**config.mk**
```make
export PLATFORM = sky130hd
export DESIGN_NAME = stepper_phase_seq
export DESIGN_NICKNAME = d
export VERILOG_FILES = /design/src/rtl/stepseq_pkg.sv /design/src/rtl/stepseq_sync.sv /design/src/rtl/stepseq_advance.sv /design/src/rtl/stepseq_decode.sv /design/src/rtl/stepper_phase_seq.sv
export SDC_FILE = /design/constraint.sdc
export NUM_CORES = 1
export LEC_CHECK = 0
export ABC_AREA = 1
export ABC_CLOCK_PERIOD_IN_PS = 2100
export BUFFER_PORTS_ARGS = -buffer_cell sky130_fd_sc_hd__buf_2
export CORE_AREA = 2 2 57 59
export DETAILED_ROUTE_END_ITERATION = 12
export DIE_AREA = 0 0 59 61
export GPL_TIMING_DRIVEN = 1
export HOLD_SLACK_MARGIN = 0.03
export PLACE_DENSITY = 0.65
export SYNTH_ARGS = -nofsm -noshare
export SYNTH_HDL_FRONTEND = slang
export SYNTH_SLANG_ARGS = --single-unit
export TNS_END_PERCENT = 20
```
**constraint.sdc**
```tcl
create_clock -name clk -period 2.1 [get_ports clk]
set_input_delay 0.42 -clock clk [delete_from_list [all_inputs] [get_ports clk]]
set_output_delay 0.42 -clock clk [all_outputs]
set_load 0.01 [all_outputs]
```
**src/rtl/stepseq_pkg.sv**
```systemverilog
package stepseq_pkg;
    typedef enum logic [1:0] {
        PH_RESET = 2'd0,
        PH_LOCK  = 2'd1,
        PH_RUN   = 2'd2
    } phase_e;

    localparam int POS_W = 3;
    typedef logic [POS_W-1:0] pos_t;
    // bit order {A, A_n, B, B_n}
    typedef logic [3:0] drv_t;
endpackage

```
**src/rtl/stepseq_sync.sv**
```systemverilog
module stepseq_sync #(
    parameter int W      = 1,
    parameter int STAGES = 2
) (
    input  logic         clk,
    input  logic [W-1:0] d,
    output logic [W-1:0] q
);
    logic [W-1:0] chain_q [STAGES];

    always_ff @(posedge clk) begin
        chain_q[0] <= d;
    end

    for (genvar s = 1; s < STAGES; s++) begin : g_stage
        always_ff @(posedge clk) begin
            chain_q[s] <= chain_q[s-1];
        end
    end

    assign q = chain_q[STAGES-1];
endmodule

```
**src/rtl/stepseq_advance.sv**
```systemverilog
module stepseq_advance
    import stepseq_pkg::*;
(
    input  pos_t pos,
    input  logic half,
    input  logic rev,
    output pos_t nxt
);
    pos_t stride;

    always_comb begin
        // odd index = single-winding state; full-step from there lands on neighbour
        stride = (half || pos[0]) ? pos_t'(1) : pos_t'(2);
        nxt    = rev ? pos - stride : pos + stride;
    end
endmodule

```
**src/rtl/stepseq_decode.sv**
```systemverilog
module stepseq_decode
    import stepseq_pkg::*;
(
    input  pos_t pos,
    output drv_t drv
);
    // windings in ring order A, B, A_n, B_n; each lit for 3 of 8 positions
    localparam int BIT_OF [4] = '{3, 1, 2, 0};

    for (genvar k = 0; k < 4; k++) begin : g_wind
        pos_t rel;
        assign rel = pos - pos_t'(2 * k);
        assign drv[BIT_OF[k]] = (rel < pos_t'(3));
    end
endmodule

```
**src/rtl/stepper_phase_seq.sv**
```systemverilog
module stepper_phase_seq
    import stepseq_pkg::*;
#(
    parameter int CLK_MHZ  = 100,
    parameter int RESET_US = 10,
    parameter int LOCK_US  = 5
) (
    input  logic clk,
    input  logic rst_n,
    input  logic step_in,
    input  logic half_mode,
    input  logic dir_rev,
    input  logic drv_en,
    output logic out_a,
    output logic out_a_n,
    output logic out_b,
    output logic out_b_n
);
    localparam int RST_CYC  = CLK_MHZ * RESET_US;
    localparam int LOCK_CYC = CLK_MHZ * LOCK_US;
    localparam int CNT_MAX  = (RST_CYC > LOCK_CYC) ? RST_CYC : LOCK_CYC;
    localparam int CNT_W    = $clog2(CNT_MAX + 1);

    typedef struct packed {
        phase_e             phase;
        logic [CNT_W-1:0]   cnt;
        pos_t               pos;
        logic               step_prev;
        drv_t               drv;
    } state_t;

    state_t state_d, state_q;

    logic [4:0] raw_in, syn;
    logic rst_s, step_s, half_s, rev_s, en_s;

    assign raw_in = {rst_n, step_in, half_mode, dir_rev, drv_en};

    stepseq_sync #(.W(5), .STAGES(2)) i_sync (
        .clk (clk),
        .d   (raw_in),
        .q   (syn)
    );

    assign {rst_s, step_s, half_s, rev_s, en_s} = syn;

    pos_t pos_nxt;
    drv_t drv_dec;

    stepseq_advance i_adv (
        .pos  (state_q.pos),
        .half (half_s),
        .rev  (rev_s),
        .nxt  (pos_nxt)
    );

    stepseq_decode i_dec (
        .pos (state_q.pos),
        .drv (drv_dec)
    );

    // observation points for the bound checker
    pos_t   pos_q;
    phase_e phase_q;
    logic   step_prev_q;
    assign pos_q       = state_q.pos;
    assign phase_q     = state_q.phase;
    assign step_prev_q = state_q.step_prev;

    always_comb begin
        state_d           = state_q;
        state_d.step_prev = step_s;
        state_d.drv       = (state_q.phase != PH_RESET && en_s) ? drv_dec : '0;

        unique case (state_q.phase)
            PH_RESET: begin
                state_d.pos = '0;
                if (state_q.cnt != CNT_W'(RST_CYC)) begin
                    state_d.cnt = state_q.cnt + 1'b1;
                end else if (rst_s) begin
                    state_d.phase = PH_LOCK;
                    state_d.cnt   = '0;
                end
            end
            PH_LOCK: begin
                if (state_q.cnt == CNT_W'(LOCK_CYC)) begin
                    state_d.phase = PH_RUN;
                    state_d.cnt   = '0;
                end else begin
                    state_d.cnt = state_q.cnt + 1'b1;
                end
            end
            PH_RUN: begin
                if (step_s && !state_q.step_prev && en_s) begin
                    state_d.pos = pos_nxt;
                end
            end
            default: begin
                state_d.phase = PH_RESET;
                state_d.cnt   = '0;
            end
        endcase

        if (!rst_s && state_q.phase != PH_RESET) begin
            state_d.phase = PH_RESET;
            state_d.cnt   = '0;
            state_d.pos   = '0;
        end
    end

    always_ff @(posedge clk) begin
        state_q <= state_d;
    end

    assign {out_a, out_a_n, out_b, out_b_n} = state_q.drv;
endmodule

```
**Word level (Yosys, flattened, before mapping)**

Memories as Yosys holds them, arrays and structs flattened.
Cells that the tools add are included.
W data, S select, Z words.

- Word-level logic and storage cells: 49
- Flip-flop bits (word level): 20
- Memories: 1
- Output and inout port bits: 4
- Bits in writable memories: 10
- Input bits: 6

- Equality and inequality tests: 9
- Order comparisons: 4
- Multiplexer cells: 10
- Reductions and logical operators: 13
- $add $sub $neg: 6
- Bitwise gates (word level): 1

Memory list:

| memory | words | width | read ports | clocked after Yosys merged registers in | wr ports | RTL line | RTL |
|---|---|---|---|---|---|---|---|
| i_sync.chain_q | 2 | 5 | 2 | 0 | 2 | stepseq_sync.sv:9 | `logic [W-1:0] chain_q [STAGES];` |

Operator list:

| operator | number |
|---|---|
| $pmux W12 S3 | 1 |
| $mux W10 | 2 |
| $lt A3 B2 Y1 const B | 4 |
| $mux W12 | 1 |
| $add A10 B1 Y10 const B | 1 |
| $eq A10 B9 Y1 const B | 1 |
| $ne A10 B10 Y1 const B | 1 |
| $mux W2 | 3 |
| $mux W3 | 2 |
| $ne A2 B2 Y1 const B | 3 |
| $pmux W3 S2 | 1 |
| $sub A3 B3 Y3 const B | 2 |
| $logic_and A1 B1 Y1 | 4 |
| $reduce_and A2 Y1 | 2 |
| $reduce_and A4 Y1 | 1 |
| $reduce_bool A2 Y1 | 2 |
| $add A3 B3 Y3 | 1 |
| $ne A3 B2 Y1 const B | 1 |
| $sub A3 B2 Y3 const B | 1 |
| $sub A3 B3 Y3 | 1 |
| $eq A2 B1 Y1 const B | 1 |
| $eq A2 B2 Y1 const B | 1 |
| $logic_not A1 Y1 | 2 |
| $logic_not A2 Y1 | 1 |
| 3 further kinds | 3 |

**Logic depth before layout (Yosys ltp)**

An unclocked memory read counts as a cell.

- Depth in word-level cells: 7
- Mapped depth: 10

**Hierarchy**

From an unflattened synthesis, not the netlist that was laid out.

- Cell total of the unflattened synthesis: 203
- Area, all modules: 1515.2 um2

By module, submodules not included:

| module | seq. area each (um2) | cells each | instances | area an instance (um2) |
|---|---|---|---|---|
| stepper_phase_seq | 400.4 | 161 | 1 | 1113.6 |
| stepseq_sync | 200.2 | 15 | 1 | 237.7 |
| stepseq_decode | 0.0 | 11 | 1 | 85.1 |
| stepseq_advance | 0.0 | 16 | 1 | 78.8 |

**Worst setup path before layout**

No wires, ideal clock.

- Kind: flip-flop to flip-flop
- From: register state_q (netlist bit pos_q[0])
- To: register state_q (netlist bit pos_q[2])
- Data required time: 2030 ps
- Arrival time: 1417 ps
- Setup slack: 613 ps
- Setup time: 70 ps
- Clock period less this slack: 1487 ps
- Buffers on the path: 0
- Cell stages (with the launch flop): 7
- Path through: dfxtp_1 > o21a_1 > fa_1 > xnor2_1 > xor2_1 > nand2_1 > a21oi_1

- Cells in the longest elaborated chain, start to end: 6
- Elaborated cells between the ends (all ways): 7
- Classes of those cells: add/sub: 2; mux: 4; reduce/logical: 1

Ends and longest elaborated chain:

| what | RTL line | RTL |
|---|---|---|
| start: declaration | stepper_phase_seq.sv:32 | `state_t state_d, state_q;` |
| start signal: assignment | stepper_phase_seq.sv:112 | `state_q <= state_d;` |
| $logic_or A1 B1 Y1 | stepseq_advance.sv:13 | `stride = (half \|\| pos[0]) ? pos_t'(1) : pos_t'(2);` |
| $mux W2 | stepseq_advance.sv:13 |  |
| $add A3 B3 Y3 / $sub A3 B3 Y3 (equally long branches) | stepseq_advance.sv:14 | `nxt = rev ? pos - stride : pos + stride;` |
| $mux W3 (*) | stepseq_advance.sv:14 |  |
| $mux W3 (*) | stepper_phase_seq.sv:94 | `if (step_s && !state_q.step_prev && en_s) begin` |
| $pmux W3 S2 (*) | stepper_phase_seq.sv:75 | `unique case (state_q.phase)` |

Every way passes the cells marked *; elsewhere a longest branch is shown, timed or not. The select of a mux whose other input is x is not followed.
A chain may end at the register's enable or synchronous reset.

**Worst setup path after layout**

- From: register state_q[9] (netlist bit)
- To: register state_q[11] (netlist bit)

- Cells in the longest elaborated chain, start to end: 3
- Elaborated cells between the ends (all ways): 8
- Classes of those cells: add/sub: 1; eq/ne: 3; mux: 3; reduce/logical: 1

Ends and longest elaborated chain:

| what | RTL line | RTL |
|---|---|---|
| $add A10 B1 Y10 (tied with other cells) | stepper_phase_seq.sv:79, stepper_phase_seq.sv:90 |  |
| $mux W10 (tied with other cells) | stepper_phase_seq.sv:86 | `if (state_q.cnt == CNT_W'(LOCK_CYC)) begin` |
| $pmux W12 S3 / $reduce_and A2 Y1 (equally long branches) | -- |  |

Several ways; a longest one is shown, not always the timed one.

==> reports/metrics.csv <==
metric,value,unit
ff_latch_area,601,um2
nNetsFinal,209,
clockPowerShare,19.5,%
drc,0,
worst_ep_required_time,2.34,ns
netSwitchingFraction,38.6,%
combPwrFrac,33.4,%
antenna_left,0,
slew_violations,0,
power.switching,604,uW
netlist_area,0.00143,mm2
htreeDepth,2,
yosysWarningCount,0,
io_buffers,9,
powerDensity,1030,mW/mm2
vias,1148,
hold_path.class,input pin to flip-flop,
cts_buffer_depth,2,
hold_buffers,0,
min_period,1.71,ns
grt_max_degree,17,
cts-root-buf,clkbuf_4,
p_int,961,uW
cts_setup_buffers,0,
dieHeight,61,um
synth_edf_count,0,
post-route-period-util,81.3,%
fin_tns_setup,0,ns
hold_viol_final,0,
syn_inst,183,
die_area,0.00360,mm2
top_level_ports,10,
clkTransAtPathRegs,0.10,ns
path_class,flip-flop to flip-flop,
multi_input_area,689,um2
clock_sinks,30,
drt_iter0_markers,45,
power.leakage,0.000672,uW
rsz0062_at_grt,false,
row_count,20,
synth_common_cells,"nand2_1 (36), dfxtp_1 (30), inv_1 (27)",
outcome,"finished, final reports clean",
critPathCaptureType,flip-flop,
synth.area.top_cells,"dfxtp_1 (42%), nand2_1 (9.5%), inv_1 (7.1%), nand3_1 (6.3%), ha_1 (5.3%)",
wirelength,2.52,mm
viasPerCell,5.01,
synth_area_leader_cell,dfxtp_1,
antenna_found_initial,0,
syn_area_per_cell,7.79,um2
ir_drop,443,uV
crit_path_start_kind,flip-flop,
synthToLayoutAreaGrowth,7.11,%
post-place-ws,0.417,ns
slew-limit-headroom,68.1,%
ys_async_sr_fraction,0,%
p_total,1560,uW
drt-pass1-iter-count,4,
skew,0.0192,ns
syn_nets,196,
dp_hpwl,1.99,mm
synth_top_area_share,42.1,%
n_fill_cell,285,
initial_utilization,48.3,%
clock_latency,0.32,ns
fp.coreArea,0.00295,mm2
cts_resized,0,
path_max_fanout,14,
worst_pin_slew,0.474,ns
grt_pass1_wl,4.26,mm
cts_inserted_buffers,5,
overflow,0,
drv_cap,0,
fmax,586,MHz
grt_usage,16.2,%
crit_arrival,1.95,ns
grt_pass1_vias,1048,
yosysSeqAreaShare,42.1,%
diodes,0,
drive_gt1_share,14.8,%
fin_hold_ws,0.208,ns
postSynthRegisterBits,30,
seq_power_share,47.1,%
wl_per_cell,11.0,um
gp_congestion,0.833,
dieWidth,59,um
ys.flop_type,dfxtp_1,
setup_viol,0,
cts_tree,yes,
setup_slack,0.394,ns
synth_most_common_cell,nand2_1,
ys_types,25,
registers in the layout, indices dropped and copies added (netlist names):
signal	cells
i_sync.chain_q	10
out_a	1
out_a_n	1
out_b	1
out_b_n	1
phase_q	2
pos_q	3
state_q	10
step_prev_q	1
power by group through the flow:
stage	combinational (uW)	sequential, uW	clock [uW]
final	522	737	305
after global routing	591	748	338
after floorplan	446	729	0
after detailed placement	522	750	0
after CTS	525	737	315
after global placement	507	746	0
layer usage:
metal	wire (um)	share of wire (%)	global-route usage, %	vias to the layer above
li1	-	-	-	612
met5	0	0	0	-
met2	1210	48	27.9	15
met1	1160	46	18.3	516
met3	99	3.9	5.12	5
met4	45	1.8	7.47	0
cells by family after synthesis:
family          after synthesis  share of synthesized area [%]
compound gates               16                           6.76
fa+ha+maj                     7                           6.67
flops                        30                           42.1
buf+inv                      31                           9.48
simple gates                 96                           33.1
xor+xnor                      3                           1.84
worst max-delay path, cell delays in order, from the launching register on:
cell and delay (ns):
dfxtp_1 0.35, inv_1 0.09, ha_1 0.17, nand2_1 0.06, nor2_1 0.14, nand4_2 0.33, nand2_1 0.25, nand2_1 0.08
a21oi_1 0.15
worst paths after layout:
kind                                             end            startpoint  cells past startpoint  slack [ns]
worst min register to register  i_sync.chain_q[0][6]  i_sync.chain_q[0][1]                      0        0.31
worst max register to register           state_q[11]            state_q[9]                      8        0.39
worst max-delay path                     state_q[11]            state_q[9]                      8        0.39
worst min-delay path            i_sync.chain_q[0][2]             half_mode                      1        0.21
area by class of cell:
cell class,instances,share of cell area [%]
Sequential cell,30,39.3
Inverter,28,6.89
Clock buffer,7,2.95
Multi-Input combinational cell,122,45.2
Timing Repair Buffer,9,2.95
Tap cell,33,2.70
placed cells by master (no fill, tap or decap), drive strengths merged:
cell / count
nand2: 39
dfxtp: 30
inv: 28
nor2: 27
nand3: 20
buf: 9
a21oi: 8
nand4: 8
clkbuf: 7
ha: 6
a211oi: 4
o21ai: 3
xor2: 2
o21a: 1
xnor2: 1
nand3b: 1
nor3: 1
fa: 1
metrics by stage:
stage | std cells | cell area (um2) | utilization [%]
6_report | 229 | 1530 | 51.7
3_3_place_gp | 222 | 1480 | 50.2
3_5_place_dp | 222 | 1480 | 50.2
2_1_floorplan | 183 | 1430 | -
4_1_cts | 229 | 1530 | 51.7
5_1_grt | 229 | 1530 | 51.7
(Power assumes the default switching activity.)
